File: src/rtl/ct_vm_pkg.sv
package ct_vm_pkg;
  localparam int unsigned WORD_W = 64;

  // tag travelling with a read request to the cycle its data returns
  typedef struct packed {
    logic vld;
    logic op;    // 0: A or primary word, 1: B or fallback word
    logic cpy;   // 0: compare stage, 1: copy stage
    logic last;  // final read of the operation
  } rd_tag_t;
endpackage

File: src/rtl/ct_vm_seq.sv
module ct_vm_seq
  import ct_vm_pkg::*;
#(
  parameter int unsigned ADDR_W = 10,
  parameter int unsigned LEN_W  = 8
) (
  input  logic              clk_i,
  input  logic              rst_ni,
  input  logic              start_i,
  input  logic [LEN_W-1:0]  len_i,
  input  logic [ADDR_W-1:0] a_base_i,
  input  logic [ADDR_W-1:0] b_base_i,
  input  logic [ADDR_W-1:0] key_base_i,
  input  logic [ADDR_W-1:0] fb_base_i,
  input  logic [ADDR_W-1:0] dst_base_i,
  output logic              re_o,
  output logic [ADDR_W-1:0] raddr_o,
  output logic [ADDR_W-1:0] waddr_o,
  output rd_tag_t           tag_o,
  output logic              busy_o,
  output logic              accept_o
);
  logic              busy_q, op_q, cpy_q;
  logic [LEN_W-1:0]  idx_q, len_q, widx_q;
  logic [ADDR_W-1:0] a_q, b_q, k_q, f_q, d_q;
  rd_tag_t           tag_q;
  logic              pair_end, last_c;
  logic [ADDR_W-1:0] base_c;

  assign accept_o = start_i & ~busy_q & (len_i != '0);
  assign pair_end = (idx_q == len_q - LEN_W'(1));
  assign last_c   = busy_q & op_q & cpy_q & pair_end;

  always_comb begin
    unique case ({cpy_q, op_q})
      2'b00:   base_c = a_q;
      2'b01:   base_c = b_q;
      2'b10:   base_c = k_q;
      default: base_c = f_q;
    endcase
  end

  assign re_o    = busy_q;
  assign raddr_o = base_c + ADDR_W'(idx_q);
  assign waddr_o = d_q + ADDR_W'(widx_q);
  assign tag_o   = tag_q;
  assign busy_o  = busy_q;

  always_ff @(posedge clk_i or negedge rst_ni) begin
    if (!rst_ni) begin
      busy_q <= 1'b0;
      op_q   <= 1'b0;
      cpy_q  <= 1'b0;
      idx_q  <= '0;
      len_q  <= '0;
      widx_q <= '0;
      a_q    <= '0;
      b_q    <= '0;
      k_q    <= '0;
      f_q    <= '0;
      d_q    <= '0;
      tag_q  <= '0;
    end else begin
      tag_q  <= '{vld: busy_q, op: op_q, cpy: cpy_q, last: last_c};
      widx_q <= idx_q;
      if (accept_o) begin
        busy_q <= 1'b1;
        op_q   <= 1'b0;
        cpy_q  <= 1'b0;
        idx_q  <= '0;
        len_q  <= len_i;
        a_q    <= a_base_i;
        b_q    <= b_base_i;
        k_q    <= key_base_i;
        f_q    <= fb_base_i;
        d_q    <= dst_base_i;
      end else if (busy_q) begin
        op_q <= ~op_q;
        if (op_q) begin
          if (pair_end) begin
            idx_q <= '0;
            if (cpy_q) busy_q <= 1'b0;
            else       cpy_q  <= 1'b1;
          end else begin
            idx_q <= idx_q + LEN_W'(1);
          end
        end
      end
    end
  end

  // a start while busy leaves the captured operands untouched
  a_r8_start_ignored: assert property (@(posedge clk_i) disable iff (!rst_ni)
    busy_q && start_i |=> $stable(len_q) && $stable(d_q) && $stable(a_q));
  // reads alternate between the two operands of a pair
  a_r5_op_alternates: assert property (@(posedge clk_i) disable iff (!rst_ni)
    busy_q && $past(busy_q) && !$past(accept_o) |-> op_q != $past(op_q));
endmodule

File: src/rtl/ct_vm_cmp.sv
module ct_vm_cmp
  import ct_vm_pkg::*;
#(
  parameter int unsigned DATA_W = WORD_W
) (
  input  logic              clk_i,
  input  logic              rst_ni,
  input  logic              clr_i,
  input  rd_tag_t           tag_i,
  input  logic [DATA_W-1:0] rdata_i,
  output logic [DATA_W-1:0] hold_o,
  output logic              diff_o
);
  logic [DATA_W-1:0] hold_q;
  logic              diff_q;

  always_ff @(posedge clk_i or negedge rst_ni) begin
    if (!rst_ni) begin
      hold_q <= '0;
      diff_q <= 1'b0;
    end else begin
      if (tag_i.vld && !tag_i.op) hold_q <= rdata_i;
      if (clr_i) diff_q <= 1'b0;
      else if (tag_i.vld && tag_i.op && !tag_i.cpy)
        diff_q <= diff_q | (|(hold_q ^ rdata_i));  // no early exit
    end
  end

  assign hold_o = hold_q;
  assign diff_o = diff_q;

  // once set, the mismatch bit stays until the next accepted start
  a_r2_mismatch_sticky: assert property (@(posedge clk_i) disable iff (!rst_ni)
    diff_q && !clr_i |=> diff_q);
endmodule

File: src/rtl/ct_vm_sel.sv
module ct_vm_sel
  import ct_vm_pkg::*;
#(
  parameter int unsigned DATA_W = WORD_W
) (
  input  logic              clk_i,
  input  logic              rst_ni,
  input  rd_tag_t           tag_i,
  input  logic              diff_i,
  input  logic [DATA_W-1:0] key_i,
  input  logic [DATA_W-1:0] fb_i,
  output logic              we_o,
  output logic [DATA_W-1:0] wdata_o
);
  logic [DATA_W-1:0] mask;

  // branch-free pick: all ones selects the fallback word
  assign mask    = {DATA_W{diff_i}};
  assign wdata_o = (key_i & ~mask) | (fb_i & mask);
  assign we_o    = tag_i.vld & tag_i.op & tag_i.cpy;

  // at most one write per two cycles
  a_r7_write_spacing: assert property (@(posedge clk_i) disable iff (!rst_ni)
    we_o |=> !we_o);
endmodule

File: src/rtl/ct_verify_move.sv
module ct_verify_move
  import ct_vm_pkg::*;
#(
  parameter int unsigned ADDR_W = 10,
  parameter int unsigned LEN_W  = 8,
  parameter int unsigned DATA_W = WORD_W
) (
  input  logic              clk_i,
  input  logic              rst_ni,
  input  logic              start_i,
  input  logic [LEN_W-1:0]  len_i,
  input  logic [ADDR_W-1:0] a_base_i,
  input  logic [ADDR_W-1:0] b_base_i,
  input  logic [ADDR_W-1:0] key_base_i,
  input  logic [ADDR_W-1:0] fb_base_i,
  input  logic [ADDR_W-1:0] dst_base_i,
  output logic              mem_re_o,
  output logic [ADDR_W-1:0] mem_raddr_o,
  input  logic [DATA_W-1:0] mem_rdata_i,
  output logic              mem_we_o,
  output logic [ADDR_W-1:0] mem_waddr_o,
  output logic [DATA_W-1:0] mem_wdata_o,
  output logic              done_o,
  output logic              mismatch_o
);
  rd_tag_t           tag;
  logic              busy, accept, diff;
  logic [DATA_W-1:0] hold;

  ct_vm_seq #(.ADDR_W(ADDR_W), .LEN_W(LEN_W)) u_seq (
    .clk_i, .rst_ni, .start_i, .len_i,
    .a_base_i, .b_base_i, .key_base_i, .fb_base_i, .dst_base_i,
    .re_o(mem_re_o), .raddr_o(mem_raddr_o), .waddr_o(mem_waddr_o),
    .tag_o(tag), .busy_o(busy), .accept_o(accept)
  );

  ct_vm_cmp #(.DATA_W(DATA_W)) u_cmp (
    .clk_i, .rst_ni, .clr_i(accept), .tag_i(tag),
    .rdata_i(mem_rdata_i), .hold_o(hold), .diff_o(diff)
  );

  ct_vm_sel #(.DATA_W(DATA_W)) u_sel (
    .clk_i, .rst_ni, .tag_i(tag), .diff_i(diff),
    .key_i(hold), .fb_i(mem_rdata_i),
    .we_o(mem_we_o), .wdata_o(mem_wdata_o)
  );

  assign done_o     = tag.vld & tag.last;
  assign mismatch_o = diff;

  // done is a single-cycle pulse
  a_r6_done_single: assert property (@(posedge clk_i) disable iff (!rst_ni)
    done_o |=> !done_o);
  // done never overlaps an issuing cycle
  a_r6_done_idle: assert property (@(posedge clk_i) disable iff (!rst_ni)
    done_o |-> !mem_re_o);
  // no write without a read one cycle earlier
  a_r7_write_after_read: assert property (@(posedge clk_i) disable iff (!rst_ni)
    mem_we_o |-> $past(mem_re_o));
endmodule

File: config.mk
export PLATFORM = sky130hd
export DESIGN_NAME = ct_verify_move
export DESIGN_NICKNAME = d
export VERILOG_FILES = /design/src/rtl/ct_vm_pkg.sv /design/src/rtl/ct_vm_seq.sv /design/src/rtl/ct_vm_cmp.sv /design/src/rtl/ct_vm_sel.sv /design/src/rtl/ct_verify_move.sv
export SDC_FILE = /design/constraint.sdc
export NUM_CORES = 1
export LEC_CHECK = 0
export CORE_MARGIN = 2
export CORE_UTILIZATION = 50
export DETAILED_ROUTE_END_ITERATION = 7
export GPL_TIMING_DRIVEN = 0
export PLACE_DENSITY = 0.79
export SLEW_MARGIN = 10
export SYNTH_ARGS = -nofsm -noshare
export SYNTH_HDL_FRONTEND = slang
export SYNTH_SLANG_ARGS = --single-unit
File: constraint.sdc
create_clock -name clk_i -period 7.5 [get_ports clk_i]
set_clock_uncertainty 0.1 [all_clocks]
set_input_delay 1.5 -clock clk_i [delete_from_list [all_inputs] [get_ports clk_i]]
set_output_delay 1.5 -clock clk_i [all_outputs]
set_load 0.005 [all_outputs]
# == After elaboration in Yosys (flattened, before gate mapping) ==
# Cells that the tools add are included.
# totals
wordCells,72
regBits,146
in_bits,125
# op_classes
n_reduce_logical,14
eq_ne,3
mux,18
n_bitwise,16
n_addsub,4
# op_table
cell,n
$and 64x64->64,2
$not 64->64,1
$or 64x64->64,1
$reduce_or 64->1,1
$xor 64x64->64,1
$mux 8,4
$pmux 10 s3,1
$add 10x8->10,2
$mux 1,13
$add 8x1->8 const B,1
$and 1x1->1,8
$eq 8x8->1,1
$reduce_bool 2->1,4
$reduce_bool 8->1,1
$sub 8x1->8 const B,1
$logic_and 1x1->1,3
$reduce_and 3->1,1
$eq 2x1->1 const B,1
$eq 2x2->1 const B,1
$logic_not 1->1,2
$logic_not 2->1,1
$not 1->1,2
$reduce_and 2->1,1
$or 1x1->1,1

# == Logic depth before layout (Yosys ltp) ==
# Gate-level depths: netlist (run 1).
# logic_depth
depth_word,6
ltp_mapped,9
mapped_depth_nobuf,8

# == Modules after synthesis ==
# From an unflattened synthesis (run 1), not the netlist that was laid out.
# hier_totals
cells_unflattened,635
area_unflattened_um2,8385.5
# by_module_without_submodules
mod,seq_area_each_um2,cells_per_inst,instances,area_per_inst_um2
ct_vm_seq,2026.9,336,1,4189.0
ct_vm_cmp,1626.6,226,1,3106.7
ct_vm_sel,0.0,72,1,1083.5
ct_verify_move,0.0,1,1,6.3

# == Least setup slack after synthesis (run 1) ==
# Ideal clock, no wire load.
# synth_timing
path_kind,reg-to-output
startpoint,reg u_seq.op_q
endpoint,out mem_raddr_o[8]
path_slack_ns,3.052
path_stages_with_launch,10
path_buffers,1
arrival_time_ns,2.848
path_cell_list,dfrtp_1 > buf_2 > mux4_2 > ha_1 > fa_1 > a21o_1 > a21oi_1 > o21ai_0 > o41ai_1 > xnor2_1
# synth_via
elab_chain_len,3
# synth_rtl
element,line_no,text
from (decl),ct_vm_seq.sv:23,"logic busy_q, op_q, cpy_q;"
from (signal assigned),ct_vm_seq.sv:78,op_q <= ~op_q;
"$eq 2x2->1, or another cell as far along",ct_vm_seq.sv:35,"unique case ({cpy_q, op_q})"
$pmux 10 s3 (*),ct_vm_seq.sv:35,
$add 10x8->10 (*),ct_vm_seq.sv:44,assign raddr_o = base_c + ADDR_W'(idx_q);
to (decl),ct_verify_move.sv:18,"output logic [ADDR_W-1:0] mem_raddr_o,"
# Every way passes the cells marked *; elsewhere a longest branch is shown, timed or not.

# == Final worst setup path (run 1) ==
# Same ends and word-level chain as after synthesis.

==> results of run 1 <==
flip-flops by register name (all words and copies together), names as in the netlist:
signal and flops:
u_seq.a_q 10, u_seq.widx_q 8, u_seq.d_q 10, u_seq.len_q 8, u_seq.b_q 10, u_seq.idx_q 8, u_seq.cpy_q 1, u_seq.f_q 10
u_seq.op_q 1, u_cmp.hold_o 64, u_seq.busy_o 1, u_cmp.diff_o 1, u_seq.k_q 10, u_seq.tag_o 4
power by group through the flow:
stage | registers, W | clock network [W] | logic, W
3_5_place_dp | 0.00149 | 0 | 0.00242
3_3_place_gp | 0.00147 | 0 | 0.00238
6_report | 0.00149 | 0.000865 | 0.00243
5_1_grt | 0.00154 | 0.000914 | 0.00264
4_1_cts | 0.00149 | 0.000875 | 0.00245
2_1_floorplan | 0.00140 | 0 | 0.00150
final timing paths:
| path | depth (start not counted) | startpoint | endpoint | slack [ns] |
|---|---|---|---|---|
| max | 10 | u_seq.op_q | mem_raddr_o[8] | 1.70 |
| min | 2 | u_seq.f_q[0] | u_seq.f_q[0] | 0.38 |
| max reg2reg | 7 | u_seq.len_q[0] | u_seq.idx_q[2] | 5.15 |
| min reg2reg | 2 | u_seq.f_q[0] | u_seq.f_q[0] | 0.38 |
| max in group asynchronous | 2 | rst_ni | u_seq.idx_q[3] | 5.61 |
| min in group asynchronous | 1 | rst_ni | u_cmp.hold_o[21] | 0.91 |
cells in the mapped netlist (2+ instances only):
cell type,n
inv_1,9
xnor2_1,46
nand4_1,8
nand2_1,179
clkbuf_1,20
nor2_1,19
nor2b_1,3
a22o_1,2
dfrtp_1,146
ha_1,18
nor4_1,12
a211oi_2,2
a21o_1,4
and3_1,5
nor3b_1,2
mux2_2,128
o21a_1,3
nand2b_1,3
nand4b_1,2
a211oi_1,3
fa_1,2
a31oi_1,3
buf_4,2
o21ai_0,8
or4_1,2
buf_2,9
xor2_1,47
and2_1,6
o31ai_1,2
nor3_1,15
nand3_1,6
o211ai_1,3
a21oi_1,8
mux4_2,10
cells by family after synthesis:
kind of cell    Yosys count  synth area share
xor+xnor                 93             0.101
simple gates            267             0.144
buf+inv                  40            0.0209
mux                     138             0.206
flops                   146             0.451
compound gates           47            0.0442
fa+ha+maj                20            0.0328
final cells by class:
cell class	instances	area (um2)	share of cell area
clock buffer	19	443	0.0398
sequential	146	3650	0.329
timing repair buffer	213	2150	0.194
clock inverter	12	158	0.0142
buffer	31	135	0.0122
multi-input combinational	565	4270	0.384
inverter	9	33.8	0.00304
tap	216	270	0.0243
per-layer routing:
layer	wire, um	vias to the layer above
li1	-	3059
met1	9730	3130
met2	10200	223
met3	1270	41
met4	554	0
met5	0	-
stage by stage:
stage	total power, W	cell area, um2	utilization
floorplan	0.00290	8090	-
finish	0.00479	11100	0.703
CTS	0.00481	11100	0.703
detailed placement	0.00392	10500	0.665
global route	0.00509	11100	0.703
global placement	0.00385	10500	0.663
worst min-delay path, delay by kind of cell, from the launching register on:
family	cells	cell delay, ns
AND/OR/NAND/NOR	2	0.10
flip-flops	1	0.34
==> impl_metrics.prom, run 1 <==
# TYPE chip_impl_metric gauge
chip_impl_metric{name="timing.hold.ws",unit="ns"} 0.376
chip_impl_metric{name="maxSlewViolCount",unit=""} 0
chip_impl_metric{name="cts-buffers-inserted",unit=""} 17
chip_impl_metric{name="synth_enable_flop_cells",unit=""} 0
chip_impl_metric{name="placement_rows",unit=""} 46
chip_impl_metric{name="starting_drt_drc_count",unit=""} 305
chip_impl_metric{name="dp.cells",unit=""} 1180
chip_impl_metric{name="gr-usage-met3",unit=""} 0.0517
chip_impl_metric{name="layout_cells_sized_above_1",unit=""} 0.188
chip_impl_metric{name="cts_max_level",unit=""} 4
chip_impl_metric{name="power_density_normalized_to_cell_area",unit="mW/mm2"} 431
chip_impl_metric{name="layout_overhead_on_the_synthesized_area",unit="%"} 37.4
chip_impl_metric{name="yosys_warnings",unit=""} 0
chip_impl_metric{name="synth_seq_area_share",unit=""} 0.451
chip_impl_metric{name="post_cts_resize_count",unit=""} 0
chip_impl_metric{name="clockPowerShare",unit=""} 0.181
chip_impl_metric{name="cp.required",unit="ns"} 5.90
chip_impl_metric{name="dieArea",unit="mm2"} 0.0172
chip_impl_metric{name="critical_path_arrival",unit="ns"} 4.20
chip_impl_metric{name="drtPass1Iterations",unit=""} 5
chip_impl_info{name="min_path_type",value="flop to flop"} 1
chip_impl_info{name="timing.setup.critical_path_class",value="flop to output port"} 1
chip_impl_metric{name="crit_fanout",unit=""} 10
chip_impl_metric{name="ys_ff_latch",unit=""} 146
chip_impl_metric{name="core",unit="mm2"} 0.0158
chip_impl_metric{name="drcViolationCount",unit=""} 0
chip_impl_metric{name="boundaryPins",unit=""} 213
chip_impl_info{name="layout_common_cells",value="clkdlybuf4s50_1 (211), nand2_1 (179), dfrtp_1 (146), mux2_2 (128), xor2_1 (47)"} 1
chip_impl_info{name="rsz0062_at_grt",value="false"} 1
chip_impl_metric{name="fillers",unit=""} 1240
chip_impl_metric{name="grtUsageTotal",unit=""} 0.258
chip_impl_metric{name="post_synth_num_cell_types",unit=""} 48
chip_impl_metric{name="power_frac_comb",unit=""} 0.508
chip_impl_metric{name="avgSynthCellArea",unit="um2"} 10.8
chip_impl_metric{name="netlist_instances",unit=""} 751
chip_impl_info{name="cts.root.buffer_cell",value="clkbuf_16"} 1
chip_impl_metric{name="p_int",unit="W"} 0.00307
chip_impl_metric{name="power_switching",unit="W"} 0.00172
chip_impl_metric{name="die_h",unit="um"} 131
chip_impl_info{name="synth_largest_area_cell",value="dfrtp_1"} 1
chip_impl_metric{name="wire_per_inst",unit="um"} 18.0
chip_impl_info{name="mostFrequentLayoutCell",value="clkdlybuf4s50_1"} 1
chip_impl_metric{name="clock_latency",unit="ns"} 0.42
chip_impl_metric{name="achievable-frequency",unit="GHz"} 0.172
chip_impl_metric{name="die_w",unit="um"} 131
chip_impl_metric{name="synth_area",unit="mm2"} 0.00809
chip_impl_metric{name="cts_hold_buf",unit=""} 0
chip_impl_metric{name="cts_post_setup_buffers_inserted",unit=""} 0
chip_impl_metric{name="drt_wl_total",unit="um"} 21800
chip_impl_metric{name="finalSetupViolations",unit=""} 0
chip_impl_metric{name="power.share.switching",unit=""} 0.360
chip_impl_metric{name="clockBufferDepth",unit=""} 2
chip_impl_metric{name="met2_usage",unit=""} 0.409
chip_impl_metric{name="wire_length_of_the_first_global_routing_pass",unit="um"} 34900
chip_impl_metric{name="critical-path-max-stage-delay",unit="ns"} 0.57
chip_impl_metric{name="synth_top_area_frac",unit=""} 0.451
chip_impl_metric{name="worst_ir_drop_vdd",unit="mV"} 0.207
chip_impl_info{name="synth_area_leaders",value="dfrtp_1 (45%), mux2_2 (18%), nand2_1 (8.3%), xor2_1 (5.1%), xnor2_1 (5.0%)"} 1
chip_impl_info{name="cpMaxStageDelayCell",value="mux4_2"} 1
chip_impl_metric{name="layout.nets",unit=""} 1128
chip_impl_info{name="startpoint_type",value="flop"} 1
chip_impl_metric{name="vias",unit=""} 6453
chip_impl_metric{name="grt.met1_usage",unit=""} 0.354
chip_impl_metric{name="setup_ws",unit="ns"} 1.70
chip_impl_metric{name="pin_count_of_the_biggest_net_entering_global_routing",unit=""} 84
chip_impl_metric{name="max_slew.worst_pin.slew",unit="ns"} 0.878
chip_impl_metric{name="post-place-ws",unit="ns"} 2.12
chip_impl_metric{name="finalHoldViolCount",unit=""} 0
chip_impl_info{name="status",value="finished clean"} 1
chip_impl_metric{name="part_of_the_power_in_registers",unit=""} 0.311
chip_impl_metric{name="finalWorstPathRequiredPeriod",unit="ns"} 5.80
chip_impl_info{name="busiest_layer",value="met2"} 1
chip_impl_metric{name="timing.max_slew.rel_slack",unit=""} 0.415
chip_impl_metric{name="antenna_found_initial",unit=""} 0
chip_impl_metric{name="initial_core_util",unit=""} 0.511
chip_impl_metric{name="io_buffer_count",unit=""} 212
chip_impl_metric{name="timing.critical_path.buf_inv",unit=""} 2
chip_impl_metric{name="clk_pin_slew",unit="ns"} 0.06
chip_impl_metric{name="avgViaCountPerCell",unit=""} 5.33
chip_impl_metric{name="timing.final.crit_share",unit=""} 0.773
chip_impl_metric{name="timing.max_cap.violations",unit=""} 0
chip_impl_metric{name="cts.sinks",unit=""} 146
chip_impl_info{name="endpoint_kind",value="output port"} 1
chip_impl_metric{name="dp_hpwl",unit="um"} 16000
chip_impl_metric{name="first_global_vias",unit=""} 6558
chip_impl_info{name="cpLargestDelayFamily",value="buffers and inverters"} 1
chip_impl_metric{name="async_flop_share",unit=""} 1.00
chip_impl_metric{name="p_leak",unit="nW"} 4.80
chip_impl_info{name="timing.critical_path.cells",value="buf_2 > mux4_2 > ha_1 > fa_1 > a21o_1 > a21oi_1 > o21ai_0 > o41ai_1 > xnor2_1 > clkdlybuf4s50_1"} 1
chip_impl_info{name="cts_tree",value="done"} 1
chip_impl_metric{name="syn_nets",unit=""} 896
chip_impl_metric{name="setup_total_negative_slack",unit="ns"} 0
chip_impl_metric{name="num_antenna_cells",unit=""} 0
chip_impl_metric{name="globalplace.congestion",unit=""} 0.854
chip_impl_info{name="synth_ff_type",value="dfrtp_1"} 1
chip_impl_metric{name="postRouteAntennaNets",unit=""} 0
chip_impl_metric{name="final-instance-count-excl-fill",unit=""} 1211
chip_impl_metric{name="globalRouteOverflowTotal",unit=""} 0
Note: power is estimated with default switching activity, not from simulation.
==> run 2: changes to the inputs <==
--- a/config.mk
+++ b/config.mk
@@ -6,10 +6,10 @@
 export NUM_CORES = 1
 export LEC_CHECK = 0
 export CORE_MARGIN = 2
-export CORE_UTILIZATION = 50
+export CORE_UTILIZATION = 45
 export DETAILED_ROUTE_END_ITERATION = 7
 export GPL_TIMING_DRIVEN = 0
-export PLACE_DENSITY = 0.79
+export PLACE_DENSITY = 0.75
 export SLEW_MARGIN = 10
 export SYNTH_ARGS = -nofsm -noshare
 export SYNTH_HDL_FRONTEND = slang
==> constraint.sdc (replaced) <==
create_clock -name clk_i -period 5.3 [get_ports clk_i]
set_clock_uncertainty 0.1 [all_clocks]
set_input_delay 1.06 -clock clk_i [delete_from_list [all_inputs] [get_ports clk_i]]
set_output_delay 1.06 -clock clk_i [all_outputs]
set_load 0.005 [all_outputs]
==> run 2 against run 1 <==
Clock-buffer cell count is 1 lower. Final area up 0.16%. Via count shrank 1.9%. Die area grew 11%. Sequential power increased by 42%. Clock power increased by 39%. Power rose by 41%. Largest power group unchanged.
==> impl_metrics.prom, run 2 (same netlist as run 1, synthesis figures left out) <==
# TYPE chip_impl_metric gauge
chip_impl_metric{name="p_leak",unit="nW"} 4.80
chip_impl_info{name="startpoint_type",value="flop"} 1
chip_impl_metric{name="setup_ws",unit="ns"} 0.237
chip_impl_info{name="regToRegEndpoint",value="u_cmp.hold_o[30]"} 1
chip_impl_metric{name="wire_per_inst",unit="um"} 18.1
chip_impl_metric{name="critical_path_arrival",unit="ns"} 3.90
chip_impl_metric{name="postPlaceCellArea",unit="mm2"} 0.0105
chip_impl_info{name="hold_end",value="u_seq.widx_q[5]"} 1
chip_impl_metric{name="globalplace.congestion",unit=""} 0.875
chip_impl_metric{name="timing.final.crit_share",unit=""} 0.955
chip_impl_metric{name="finalSetupViolations",unit=""} 0
chip_impl_metric{name="starting_drt_drc_count",unit=""} 303
chip_impl_metric{name="timing.max_slew.rel_slack",unit=""} 0.429
chip_impl_metric{name="largest_reg_flops",unit=""} 64
chip_impl_info{name="layout_common_cells",value="clkdlybuf4s50_1 (211), nand2_1 (179), dfrtp_1 (145), mux2_2 (128), xor2_1 (47)"} 1
chip_impl_metric{name="achievable-frequency",unit="GHz"} 0.198
chip_impl_info{name="cts.root.buffer_cell",value="clkbuf_16"} 1
chip_impl_metric{name="antenna_found_initial",unit=""} 0
chip_impl_metric{name="max_slew.worst_pin.slew",unit="ns"} 0.856
chip_impl_info{name="reg2reg_from",value="u_seq.tag_o[3]"} 1
chip_impl_metric{name="clockBufferDepth",unit=""} 2
chip_impl_metric{name="fillers",unit=""} 1475
chip_impl_metric{name="finalHoldViolCount",unit=""} 0
chip_impl_metric{name="cts_max_level",unit=""} 4
chip_impl_metric{name="multi_input_area",unit="mm2"} 0.00428
chip_impl_metric{name="dieArea",unit="mm2"} 0.0191
chip_impl_metric{name="finalWorstPathRequiredPeriod",unit="ns"} 5.06
chip_impl_metric{name="globalRouteOverflowTotal",unit=""} 0
chip_impl_metric{name="final-seq-area",unit="mm2"} 0.00365
chip_impl_metric{name="post-place-ws",unit="ns"} 0.318
chip_impl_metric{name="cp.required",unit="ns"} 4.14
chip_impl_info{name="endpoint_kind",value="output port"} 1
chip_impl_metric{name="power_density_normalized_to_cell_area",unit="mW/mm2"} 607
chip_impl_metric{name="worst_ir_drop_vdd",unit="mV"} 0.301
chip_impl_metric{name="wire_length_of_the_first_global_routing_pass",unit="um"} 35600
chip_impl_metric{name="die_h",unit="um"} 138
chip_impl_info{name="hold_start",value="u_seq.idx_q[5]"} 1
chip_impl_metric{name="dp_hpwl",unit="um"} 16500
chip_impl_metric{name="rr_worst_depth",unit=""} 4
chip_impl_metric{name="postRouteAntennaNets",unit=""} 0
chip_impl_info{name="status",value="finished clean"} 1
chip_impl_metric{name="io_buffer_count",unit=""} 212
chip_impl_metric{name="worst_hold_path.num_cells",unit=""} 0
chip_impl_metric{name="pin_count_of_the_biggest_net_entering_global_routing",unit=""} 93
chip_impl_metric{name="timing.hold.ws",unit="ns"} 0.372
chip_impl_metric{name="first_global_vias",unit=""} 6476
chip_impl_info{name="cts_tree",value="done"} 1
chip_impl_metric{name="placement_rows",unit=""} 49
chip_impl_metric{name="timing.max_cap.violations",unit=""} 0
chip_impl_metric{name="layout_overhead_on_the_synthesized_area",unit="%"} 37.6
chip_impl_metric{name="num_antenna_cells",unit=""} 0
chip_impl_metric{name="regToRegSetupSlack",unit="ns"} 2.97
chip_impl_metric{name="drtPass1Iterations",unit=""} 4
chip_impl_metric{name="drcViolationCount",unit=""} 0
chip_impl_metric{name="layout_cells_sized_above_1",unit=""} 0.192
chip_impl_metric{name="core",unit="mm2"} 0.0178
chip_impl_metric{name="vias",unit=""} 6330
chip_impl_metric{name="layout.nets",unit=""} 1128
chip_impl_metric{name="drt_wl_total",unit="um"} 22100
chip_impl_metric{name="maxSlewViolCount",unit=""} 0
chip_impl_metric{name="boundaryPins",unit=""} 213
chip_impl_metric{name="avgViaCountPerCell",unit=""} 5.17
chip_impl_info{name="min_path_type",value="flop to flop"} 1
chip_impl_metric{name="clock_latency",unit="ns"} 0.42
chip_impl_metric{name="initial_core_util",unit=""} 0.455
chip_impl_metric{name="crit_fanout",unit=""} 10
chip_impl_metric{name="grtUsageTotal",unit=""} 0.238
chip_impl_metric{name="die_w",unit="um"} 138
chip_impl_metric{name="clk_pin_slew",unit="ns"} 0.06
chip_impl_metric{name="cts-buffers-inserted",unit=""} 17
chip_impl_metric{name="cts_post_setup_buffers_inserted",unit=""} 0
chip_impl_metric{name="cts.sinks",unit=""} 146
chip_impl_metric{name="final_area",unit="mm2"} 0.0111
chip_impl_info{name="timing.setup.critical_path_class",value="flop to output port"} 1
chip_impl_info{name="mostFrequentLayoutCell",value="clkdlybuf4s50_1"} 1
run 2: through the flow:
stage,cells,total power (W),utilization,setup TNS [ns]
finish,1225,0.00676,0.626,0
global route,1225,0.00723,0.626,-0.0209
CTS,1225,0.00681,0.626,0
detailed placement,1193,0.00558,0.593,0
global placement,1192,0.00550,0.591,-429.45
floorplan,751,0.00411,-,0
run 2: final cells by class:
type | count | share of cell area
Inverter | 9 | 0.00303
Multi-Input combinational cell | 565 | 0.384
Clock inverter | 14 | 0.0140
Sequential cell | 146 | 0.328
Timing Repair Buffer | 213 | 0.193
Tap cell | 229 | 0.0257
Clock buffer | 18 | 0.0385
Buffer | 31 | 0.0128
run 2: report_power, final:
part	leakage, nW	switching (W)	internal (W)
Clock	0.274	0.000501	0.000699
Sequential	1.77	0.000461	0.00165
Combinational	2.76	0.00151	0.00194
Total	4.80	0.00247	0.00429
run 2: routing by layer:
layer  wire [um]  global-route usage  part of all wire
met5           0                   0                 0
met4         351              0.0709             0.016
met3         990              0.0447             0.045
met2       10500               0.375              0.47
met1       10300               0.337              0.46
run 2: worst max-delay path by stage:
| stage | start | to | cells past startpoint |
|---|---|---|---|
| final | u_seq.op_q | mem_raddr_o[8] | 10 |
| after global routing | u_seq.op_q | mem_raddr_o[8] | 10 |
| after CTS | u_seq.op_q | mem_raddr_o[8] | 10 |
| after detailed placement | u_seq.op_q | mem_raddr_o[8] | 10 |
| after global placement | rst_ni | u_seq.d_q[0] | 1 |
| after floorplan | u_seq.op_q | mem_raddr_o[8] | 9 |
run 2: worst max-delay path, stage by stage, from the launching register on:
cell and delay (ns):
dfrtp_2 0.47, buf_6 0.21, mux4_2 0.54, ha_1 0.25
fa_1 0.44, a21o_1 0.18, a21oi_1 0.22, o21ai_0 0.17
o41ai_2 0.25, xnor2_1 0.19, clkdlybuf4s50_1 0.54
run 2: timing repair:
action | 4_1_cts | 5_1_grt
hold buffers | 0 | 0
resized for setup | 3 | 2
endpoints found under the setup margin | 1 | 1
==> run 3: changes to the inputs <==
--- a/config.mk
+++ b/config.mk
@@ -10,6 +10,8 @@
 export DETAILED_ROUTE_END_ITERATION = 7
 export GPL_TIMING_DRIVEN = 0
 export PLACE_DENSITY = 0.75
+export SETUP_SLACK_MARGIN = 0.02
+export SKIP_CTS_REPAIR_TIMING = 1
 export SLEW_MARGIN = 10
 export SYNTH_ARGS = -nofsm -noshare
 export SYNTH_HDL_FRONTEND = slang
==> run 3 against run 2 <==
Clock-buffer cell count unchanged. Largest cell class unchanged. Cell count rose by 0.16%. Fmax rose by 0.71%. Register-to-register slack about the same. Sequential power about the same. Critical endpoint unchanged.
==> impl_metrics.prom, run 3 (same netlist as run 1, synthesis figures left out) <==
# TYPE chip_impl_metric gauge
chip_impl_metric{name="dieArea",unit="mm2"} 0.0191
chip_impl_metric{name="finalWorstPathRequiredPeriod",unit="ns"} 5.03
chip_impl_metric{name="clk_pin_slew",unit="ns"} 0.06
chip_impl_metric{name="vias",unit=""} 6382
chip_impl_info{name="endpoint_kind",value="output port"} 1
chip_impl_metric{name="largest_reg_flops",unit=""} 64
chip_impl_info{name="min_path_type",value="flop to flop"} 1
chip_impl_info{name="startpoint_type",value="flop"} 1
chip_impl_metric{name="wire_length_of_the_first_global_routing_pass",unit="um"} 35600
chip_impl_metric{name="setup_total_negative_slack",unit="ns"} 0
chip_impl_metric{name="timing.final.crit_share",unit=""} 0.949
chip_impl_metric{name="initial_core_util",unit=""} 0.455
chip_impl_info{name="cts.root.buffer_cell",value="clkbuf_16"} 1
chip_impl_metric{name="io_buffer_count",unit=""} 212
chip_impl_info{name="layout_common_cells",value="clkdlybuf4s50_1 (211), nand2_1 (179), dfrtp_1 (145), mux2_2 (128), xor2_1 (47)"} 1
chip_impl_metric{name="power_frac_comb",unit=""} 0.512
chip_impl_metric{name="timing.max_cap.violations",unit=""} 0
chip_impl_info{name="timing.setup.critical_path_class",value="flop to output port"} 1
chip_impl_metric{name="regToRegSetupSlack",unit="ns"} 2.97
chip_impl_metric{name="critical_path_arrival",unit="ns"} 3.87
chip_impl_metric{name="maxSlewViolCount",unit=""} 0
chip_impl_metric{name="starting_drt_drc_count",unit=""} 277
chip_impl_metric{name="num_antenna_cells",unit=""} 0
chip_impl_metric{name="layout.nets",unit=""} 1130
chip_impl_info{name="status",value="finished clean"} 1
chip_impl_metric{name="layout_cells_sized_above_1",unit=""} 0.193
chip_impl_metric{name="avgViaCountPerCell",unit=""} 5.20
chip_impl_metric{name="placement_rows",unit=""} 49
chip_impl_metric{name="clockBufferDepth",unit=""} 2
chip_impl_metric{name="postRouteAntennaNets",unit=""} 0
chip_impl_metric{name="finalHoldViolCount",unit=""} 0
chip_impl_metric{name="final-instance-count-excl-fill",unit=""} 1227
chip_impl_metric{name="die_h",unit="um"} 138
chip_impl_metric{name="fillers",unit=""} 1476
chip_impl_metric{name="drtPass1Iterations",unit=""} 5
chip_impl_metric{name="clock_latency",unit="ns"} 0.42
chip_impl_metric{name="die_w",unit="um"} 138
chip_impl_metric{name="wire_per_inst",unit="um"} 18.1
chip_impl_info{name="cts_tree",value="done"} 1
chip_impl_metric{name="boundaryPins",unit=""} 213
chip_impl_metric{name="layout_overhead_on_the_synthesized_area",unit="%"} 37.8
chip_impl_metric{name="power_density_normalized_to_cell_area",unit="mW/mm2"} 608
chip_impl_metric{name="dp.cells",unit=""} 1193
chip_impl_metric{name="p_total",unit="W"} 0.00678
chip_impl_metric{name="antenna_found_initial",unit=""} 0
chip_impl_metric{name="cts_max_level",unit=""} 4
chip_impl_metric{name="achievable-frequency",unit="GHz"} 0.199
chip_impl_metric{name="cts.sinks",unit=""} 146
chip_impl_metric{name="worst_ir_drop_vdd",unit="mV"} 0.301
chip_impl_metric{name="finalSetupViolations",unit=""} 0
chip_impl_metric{name="grtUsageTotal",unit=""} 0.238
chip_impl_metric{name="clockPowerShare",unit=""} 0.177
chip_impl_metric{name="drcViolationCount",unit=""} 0
chip_impl_metric{name="cp.required",unit="ns"} 4.14
chip_impl_metric{name="globalRouteOverflowTotal",unit=""} 0
chip_impl_info{name="mostFrequentLayoutCell",value="clkdlybuf4s50_1"} 1
chip_impl_info{name="rsz0062_at_grt",value="false"} 1
chip_impl_metric{name="globalplace.congestion",unit=""} 0.875
chip_impl_metric{name="p_int",unit="W"} 0.00430
chip_impl_metric{name="first_global_vias",unit=""} 6463
chip_impl_metric{name="power_switching",unit="W"} 0.00248
chip_impl_metric{name="part_of_the_power_in_registers",unit=""} 0.310
chip_impl_metric{name="crit_fanout",unit=""} 10
chip_impl_metric{name="pin_count_of_the_biggest_net_entering_global_routing",unit=""} 93
chip_impl_metric{name="cts-buffers-inserted",unit=""} 17
chip_impl_metric{name="core",unit="mm2"} 0.0178
chip_impl_metric{name="timing.max_slew.rel_slack",unit=""} 0.427
chip_impl_metric{name="dp_hpwl",unit="um"} 16500
chip_impl_metric{name="max_slew.worst_pin.slew",unit="ns"} 0.860
chip_impl_metric{name="power.share.switching",unit=""} 0.365
chip_impl_metric{name="drt_wl_total",unit="um"} 22200
chip_impl_metric{name="p_leak",unit="nW"} 4.81
## run 3: cell types whose count changed in the layout (fill, tap and decap cells not counted), sizes merged
cell,delta
buf,+2
## run 3: worst paths after layout
check,end,cells after the start,start
max,mem_raddr_o[8],10,u_seq.cpy_q
max in group asynchronous,u_cmp.hold_o[41],2,rst_ni
min in group asynchronous,u_cmp.hold_o[24],1,rst_ni
min reg2reg,u_seq.widx_q[5],0,u_seq.idx_q[5]
min,u_seq.widx_q[5],0,u_seq.idx_q[5]
max reg2reg,u_cmp.hold_o[30],4,u_seq.tag_o[3]
## run 3: metal layers
layer	share of wire	wire length [um]	vias up	track usage
met5	0	0	-	0
met4	0.018	397	0	0.0709
met3	0.039	870	22	0.0447
met2	0.47	10500	154	0.375
met1	0.47	10400	3150	0.338
li1	-	-	3056	-
## run 3: worst max-delay path: stages, from the launching register on
cell and delay, ns:
dfrtp_1 0.47, clkbuf_2 0.33, mux4_2 0.38, ha_1 0.25, fa_1 0.43, a21o_1 0.18
a21oi_1 0.22, o21ai_0 0.18, o41ai_2 0.26, xnor2_1 0.20, clkdlybuf4s50_1 0.55
## run 3: area by class of cell
class                           instances  area (um2)  share of cell area
Buffer                                 31         143              0.0128
Tap cell                              229         287              0.0257
Timing Repair Buffer                  215        2170               0.195
Clock buffer                           18         429              0.0385
Multi-Input combinational cell        565        4280               0.384
Clock inverter                         14         156              0.0140
Inverter                                9        33.8             0.00303
Sequential cell                       146        3650               0.328
## run 3: stage by stage
| stage | setup WS [ns] | util | instance area, um2 | hold slack [ns] |
|---|---|---|---|---|
| floorplan | 1.29 | - | 8090 | 0.273 |
| global placement | -2.95 | 0.591 | 10500 | 0.330 |
| detailed placement | 0.318 | 0.593 | 10500 | 0.343 |
| CTS | -0.186 | 0.625 | 11100 | 0.356 |
| global route | 0.0232 | 0.627 | 11200 | 0.379 |
| finish | 0.273 | 0.627 | 11200 | 0.368 |
## run 3: power by group through the flow
stage,Clock [W],Combinational [W],Sequential (W)
floorplan,0,0.00212,0.00199
global placement,0,0.00341,0.00209
detailed placement,0,0.00346,0.00212
CTS,0.00122,0.00348,0.00210
global route,0.00127,0.00380,0.00217
finish,0.00120,0.00347,0.00210
